--- src/rtl/wut_pkg.sv ---
`timescale 1ns/1ps
package wut_pkg;
  localparam int CNT_W  = 47;
  localparam int FRAC_W = 15;
  localparam int WORD_W = 16;
  localparam int TRIM_W = 16;
  localparam int ADDR_W = 3;
  localparam int STAT_W = 4;
  localparam int INT_W  = CNT_W - FRAC_W;

  typedef logic [CNT_W-1:0] cnt_t;

  localparam int ST_CHG  = 0;
  localparam int ST_PS   = 1;
  localparam int ST_ROLL = 3;
  localparam logic [STAT_W-1:0] ST_MASK = STAT_W'(4'b1011);

  localparam logic [ADDR_W-1:0] A_CTRL = ADDR_W'(0);
  localparam logic [ADDR_W-1:0] A_STAT = ADDR_W'(1);
  localparam logic [ADDR_W-1:0] A_GW   = ADDR_W'(2);
  localparam logic [ADDR_W-1:0] A_SHI  = ADDR_W'(3);
  localparam logic [ADDR_W-1:0] A_SLO  = ADDR_W'(4);
  localparam logic [ADDR_W-1:0] A_SFR  = ADDR_W'(5);

  localparam logic [WORD_W-1:0] SNAP_KEY = WORD_W'(16'h7627);

  // count plus one integer unit plus signed trim; the top bit is the wrap carry
  function automatic logic [CNT_W:0] advance(cnt_t c, logic [TRIM_W-1:0] t);
    logic [CNT_W:0] unit;
    logic [CNT_W:0] ext;
    unit = (CNT_W+1)'(1) << FRAC_W;
    ext  = {{(CNT_W+1-TRIM_W){t[TRIM_W-1]}}, t};
    return {1'b0, c} + unit + ext;
  endfunction

  function automatic logic [INT_W-1:0] int_of(cnt_t c);
    return c[CNT_W-1:FRAC_W];
  endfunction
endpackage

--- src/rtl/wut_counter.sv ---
`timescale 1ns/1ps
module wut_counter
  import wut_pkg::*;
#(
  parameter logic [CNT_W-1:0] CNT_INIT = '0
) (
  input  logic              clk,
  input  logic              rst_n,
  input  logic              tick_i,
  input  logic [TRIM_W-1:0] trim_i,
  output cnt_t              cnt_o,
  output logic              chg_o,
  output logic              roll_o
);
  cnt_t           cnt_q;
  logic [CNT_W:0] sum;

  assign sum    = advance(cnt_q, trim_i);
  assign chg_o  = tick_i && (int_of(sum[CNT_W-1:0]) != int_of(cnt_q));
  assign roll_o = tick_i && sum[CNT_W];
  assign cnt_o  = cnt_q;

  always_ff @(posedge clk or negedge rst_n) begin
    if (!rst_n)      cnt_q <= CNT_INIT;
    else if (tick_i) cnt_q <= sum[CNT_W-1:0];
  end
endmodule

--- src/rtl/wut_status.sv ---
`timescale 1ns/1ps
module wut_status
  import wut_pkg::*;
(
  input  logic              clk,
  input  logic              rst_n,
  input  logic [STAT_W-1:0] set_i,
  input  logic              clr_wr_i,
  input  logic [STAT_W-1:0] clr_data_i,
  output logic [STAT_W-1:0] stat_o
);
  logic [STAT_W-1:0] set_m;
  logic [STAT_W-1:0] clr_m;

  assign set_m = set_i & ST_MASK;
  assign clr_m = clr_wr_i ? clr_data_i : '0;

  for (genvar b = 0; b < STAT_W; b++) begin : g_bit
    if (ST_MASK[b]) begin : g_live
      always_ff @(posedge clk or negedge rst_n) begin
        if (!rst_n) stat_o[b] <= 1'b0;
        else        stat_o[b] <= set_m[b] | (stat_o[b] & ~clr_m[b]);
      end
    end else begin : g_rsv
      assign stat_o[b] = set_m[b] & clr_m[b];
    end
  end
endmodule

--- src/rtl/wut_snap.sv ---
`timescale 1ns/1ps
module wut_snap
  import wut_pkg::*;
(
  input  logic              clk,
  input  logic              rst_n,
  input  logic              gw_wr_i,
  input  logic [WORD_W-1:0] gw_data_i,
  input  cnt_t              cnt_i,
  output cnt_t              snap_o,
  output logic              take_o
);
  assign take_o = gw_wr_i && (gw_data_i == SNAP_KEY);

  always_ff @(posedge clk or negedge rst_n) begin
    if (!rst_n)      snap_o <= '0;
    else if (take_o) snap_o <= cnt_i;
  end
endmodule

--- src/rtl/wut_keyed_snap.sv ---
`timescale 1ns/1ps
module wut_keyed_snap
  import wut_pkg::*;
#(
  parameter logic [CNT_W-1:0] CNT_INIT = '0
) (
  input  logic              clk,
  input  logic              rst_n,
  input  logic              tick_i,
  input  logic [TRIM_W-1:0] trim_i,
  input  logic              wr_en_i,
  input  logic [ADDR_W-1:0] wr_addr_i,
  input  logic [WORD_W-1:0] wr_data_i,
  input  logic [ADDR_W-1:0] rd_addr_i,
  output logic [WORD_W-1:0] rd_data_o,
  output logic              irq_o
);
  cnt_t              cnt_w;
  cnt_t              snap_w;
  logic              chg_evt;
  logic              roll_evt;
  logic              take_evt;
  logic [STAT_W-1:0] set_w;
  logic [STAT_W-1:0] stat_w;
  logic [STAT_W-1:0] en_q;
  logic              irq_q;

  wut_counter #(.CNT_INIT(CNT_INIT)) u_cnt (
    .clk(clk), .rst_n(rst_n), .tick_i(tick_i), .trim_i(trim_i),
    .cnt_o(cnt_w), .chg_o(chg_evt), .roll_o(roll_evt)
  );

  always_comb begin
    set_w          = '0;
    set_w[ST_CHG]  = chg_evt;
    set_w[ST_PS]   = tick_i;
    set_w[ST_ROLL] = roll_evt;
  end

  wut_status u_stat (
    .clk(clk), .rst_n(rst_n), .set_i(set_w),
    .clr_wr_i(wr_en_i && (wr_addr_i == A_STAT)),
    .clr_data_i(wr_data_i[STAT_W-1:0]), .stat_o(stat_w)
  );

  wut_snap u_snap (
    .clk(clk), .rst_n(rst_n), .gw_wr_i(wr_en_i && (wr_addr_i == A_GW)),
    .gw_data_i(wr_data_i), .cnt_i(cnt_w), .snap_o(snap_w), .take_o(take_evt)
  );

  always_ff @(posedge clk or negedge rst_n) begin
    if (!rst_n) begin
      en_q  <= '0;
      irq_q <= 1'b0;
    end else begin
      if (wr_en_i && (wr_addr_i == A_CTRL)) en_q <= wr_data_i[STAT_W-1:0] & ST_MASK;
      irq_q <= |(stat_w & en_q);
    end
  end
  assign irq_o = irq_q;

  always_comb begin
    unique case (rd_addr_i)
      A_CTRL:  rd_data_o = {{(WORD_W-STAT_W){1'b0}}, en_q};
      A_STAT:  rd_data_o = {{(WORD_W-STAT_W){1'b0}}, stat_w};
      A_SHI:   rd_data_o = snap_w[CNT_W-1 -: WORD_W];
      A_SLO:   rd_data_o = snap_w[CNT_W-WORD_W-1 -: WORD_W];
      A_SFR:   rd_data_o = {{(WORD_W-FRAC_W){1'b0}}, snap_w[FRAC_W-1:0]};
      default: rd_data_o = '0;
    endcase
  end
endmodule

--- config.mk ---
export PLATFORM = sky130hd
export DESIGN_NAME = wut_keyed_snap
export DESIGN_NICKNAME = d
export VERILOG_FILES = /design/src/rtl/wut_pkg.sv /design/src/rtl/wut_counter.sv /design/src/rtl/wut_status.sv /design/src/rtl/wut_snap.sv /design/src/rtl/wut_keyed_snap.sv
export SDC_FILE = /design/constraint.sdc
export NUM_CORES = 1
export LEC_CHECK = 0
export CAP_MARGIN = 10
export CORE_MARGIN = 8
export CORE_UTILIZATION = 40
export DETAILED_ROUTE_END_ITERATION = 6
export DONT_BUFFER_PORTS = 1
export HOLD_SLACK_MARGIN = 0.06
export SETUP_SLACK_MARGIN = 0.2
export SYNTH_ARGS = -nofsm -noshare
export SYNTH_HDL_FRONTEND = slang
export SYNTH_SLANG_ARGS = --single-unit
--- constraint.sdc ---
create_clock -name clk -period 3.5 [get_ports clk]
set_clock_uncertainty 0.05 [all_clocks]
set_input_delay 0.35 -clock clk [delete_from_list [all_inputs] [get_ports clk]]
set_output_delay 0.35 -clock clk [all_outputs]
set_load 0.01 [all_outputs]
==> impl_metrics.toml <==
[synthesis]
avgSynthCellArea_um2 = 9.407
synth.yosys.seq_area_share_pct = 29.65
synth_nets = 1042
yosysTopAreaCellShare_pct = 29.65
synth_cells = 906
ys_top_cells_by_count = "dfrtp_1 (101), ha_1 (93), mux2_2 (90)"
synth-main-ff-cell = "dfrtp_1"
yosysWarnings = 0
syn_area_um2 = 8523
synth-seq-cells = 101
synth.most_common_cell = "dfrtp_1"
synth_area_leaders = "dfrtp_1 (30%), ha_1 (14%), mux2_2 (12%)"
synthArstFlopShare_pct = 100.0
synth_edf_count = 0
synthDominantAreaCellType = "dfrtp_1"
synth_cell_types = 76

[place]
dp_slack_ns = -0.5247
globalplace.congestion = 0.9542
portBuffers = 0
post-dp-hpwl_mm = 21.27

[global_route]
grt_pass1_wl_mm = 43.01
antenna_found_initial = 0
grt_usage_pct = 20.98
grt-ovfl-total = 0
grt_pass1_vias = 7923
grt_max_degree = 102

[drt]
drtIter0Drc = 498
routed_via_density = 5.501
via_count = 7834
drtAntennaViolNets = 0
wl_per_cell_um = 19.47
drt_wl_total_mm = 27.73
drtPass1Iterations = 7
post-route-drc-count = 0

[pwr]
power_switching_mw = 6.144
combPwrFrac_pct = 80.3
p_int_mw = 7.712
leakage_nw = 5.426
clkPwrFrac_pct = 7.5
p_per_area_nw_per_um2 = 1182
seqPwrFrac_pct = 12.3
ir_drop_mv = 0.3276
swShare_pct = 44.34

[status]
status = "finished, violations left"
violations = "negative setup slack"

[critical_path]
path_cells = "ha_1, ha_2, inv_2, fa_2, nand2b_4, a21o_1, and2_1, o31a_1, a21oi_1, buf_4, buf_4, xnor2_1, nand4_1, nor4_2, nand4_1, a2111oi_4, a41oi_1"
critPathMaxStageDelay_ns = 0.39
r2r_setup_slack_ns = -0.39
slowest_stage = "dfrtp_1"
crit_fanout = 3
end_kind = "flop"
critPathKind = "reg -> reg"
crit_arrival_ns = 4.05
crit_required_ns = 3.66
worst_setup_path_start_kind = "flop"

[clock_tree]
clock-root-buffer = "clkbuf_16"
cts_tree = "done"
cts_buffers = 9
worstSkewPairLatency_ns = 0.36
cts.sinks = 101
cts_buffer_depth = 2
htreeDepth = 3
path_clk_slew_ns = 0.07

[sta]
setup_viol_count_final = 1
hold_violations = 0
finalWorstSetupSlack_ns = -0.3888
fmax_ghz = 0.2571
min_period_over_period_pct = 111.1
fin_crit_ns = 3.889
setup-tns-final_ns = -0.3888
rsz0062_at_grt = "yes"
tightestPinTransition_ns = 0.8954
slew_violations = 0
slew_headroom_pct = 40.19

[worst_hold_path]
holdCritPathClass = "in -> reg"

[floorplan]
ios = 59
initial_utilization_pct = 40.67
die_area_um2 = 26230
die_y_um = 162.0
die_w_um = 162.0
rows = 53
coreArea_um2 = 20960

[final_layout]
final_core_util_pct = 55.92
nets = 1280
syn_to_final_growth_pct = 37.49
drive_gt1_share_pct = 40.07

[job]
max-cap-violations = 0
## power groups by stage
stage | clock network (mW) | logic (mW) | registers, mW
after floorplan | 0 | 5.25 | 1.75
after global placement | 0 | 9.62 | 1.69
after detailed placement | 0 | 9.68 | 1.71
after CTS | 1.06 | 10.4 | 1.69
after global routing | 1.10 | 12.0 | 1.73
final | 1.04 | 11.1 | 1.70
## metal layers
layer  up-vias  routed length [um]  global-route usage [%]
met1      3811               12740                   28.26
met3        39                1608                   3.290
met5         -                   0                       0
met4         0                 562                   5.808
met2       177               12820                   34.21
li1       3807                   -                       -
## flip-flops by register name, summed over array words and instances, names as in the netlist
| name | count |
|---|---|
| u_snap.snap_o | 47 |
| u_cnt.cnt_o | 47 |
| u_stat.stat_o | 3 |
| en_q | 3 |
| irq_o | 1 |
## per-stage QoR
step / area (um^2) / hold slack, ns / power (mW) / instances
2_1_floorplan: 8543 / 0.004409 / 6.996 / 906
3_3_place_gp: 10600 / 0.007606 / 11.32 / 1388
3_5_place_dp: 10600 / 0.007610 / 11.39 / 1388
4_1_cts: 11380 / 0.07330 / 13.17 / 1413
5_1_grt: 11720 / 0.06771 / 14.85 / 1423
6_report: 11720 / 0.09078 / 13.86 / 1424
## repair_timing
| action | CTS | global route |
|---|---|---|
| pin swaps | 26 | 21 |
| endpoints found under the hold margin | 106 | 0 |
| cloned | 0 | 0 |
| setup endpoints to repair | 14 | 16 |
| resized for setup | 72 | 55 |
| hold buffers | 3 | 0 |
| buffers inserted | 7 | 10 |
## layout by cell type (no fill, tap or decap), types with 10 or more instances in the layout
| cell type | n |
|---|---|
| inv_1 | 27 |
| ha_1 | 80 |
| ha_4 | 11 |
| o21ai_0 | 46 |
| mux2_4 | 10 |
| dfrtp_1 | 101 |
| nand2_1 | 73 |
| xnor2_1 | 37 |
| buf_6 | 17 |
| o21a_1 | 10 |
| a21o_1 | 15 |
| a21oi_1 | 49 |
| buf_4 | 251 |
| nand3_1 | 12 |
| nor2_1 | 41 |
| nand4_1 | 23 |
| mux2_2 | 80 |
| xor2_1 | 27 |
| mux2i_1 | 15 |
## worst max-delay path, delay by kind of cell (launching register included)
kind            cells  cell delay, ns
compound gates      5            1.10
simple gates        5            0.91
fa+ha+maj           3            0.81
flops               1            0.39
buf+inv             3            0.32
xor+xnor            1            0.16
## area by class of cell
type,instances,area [um^2]
multi-input cells,733,6327
clock inverters,5,60.06
well taps,275,344.1
clock buffers,10,229.0
inverters,28,105.1
diodes,1,2.502
repair buffers,271,2123
fillers,1870,9236
flip-flops and latches,101,2527
## final timing paths
check,start,end,depth (start not counted)
max,u_cnt.cnt_o[1],u_stat.stat_o[0],17
min,tick_i,u_cnt.cnt_o[27],1
max reg2reg,u_cnt.cnt_o[1],u_stat.stat_o[0],17
min reg2reg,u_snap.snap_o[25],u_snap.snap_o[25],1
max in group asynchronous,rst_n,u_cnt.cnt_o[26],2
min in group asynchronous,rst_n,u_cnt.cnt_o[14],2
## cells by family (layout without fill, tap and decap cells)
| group | Yosys count | count (layout) | synth area share (%) |
|---|---|---|---|
| flip-flops | 101 | 101 | 29.65 |
| other | 0 | 1 | 0 |
| XOR/XNOR | 74 | 74 | 8.250 |
| AO/OA/AOI/OAI | 229 | 229 | 17.70 |
| AND/OR/NAND/NOR | 231 | 231 | 13.51 |
| buffers and inverters | 72 | 314 | 3.347 |
| multiplexers | 105 | 105 | 13.65 |
| adder cells (fa/ha/maj) | 94 | 94 | 13.89 |
(Power assumes the default switching activity.)
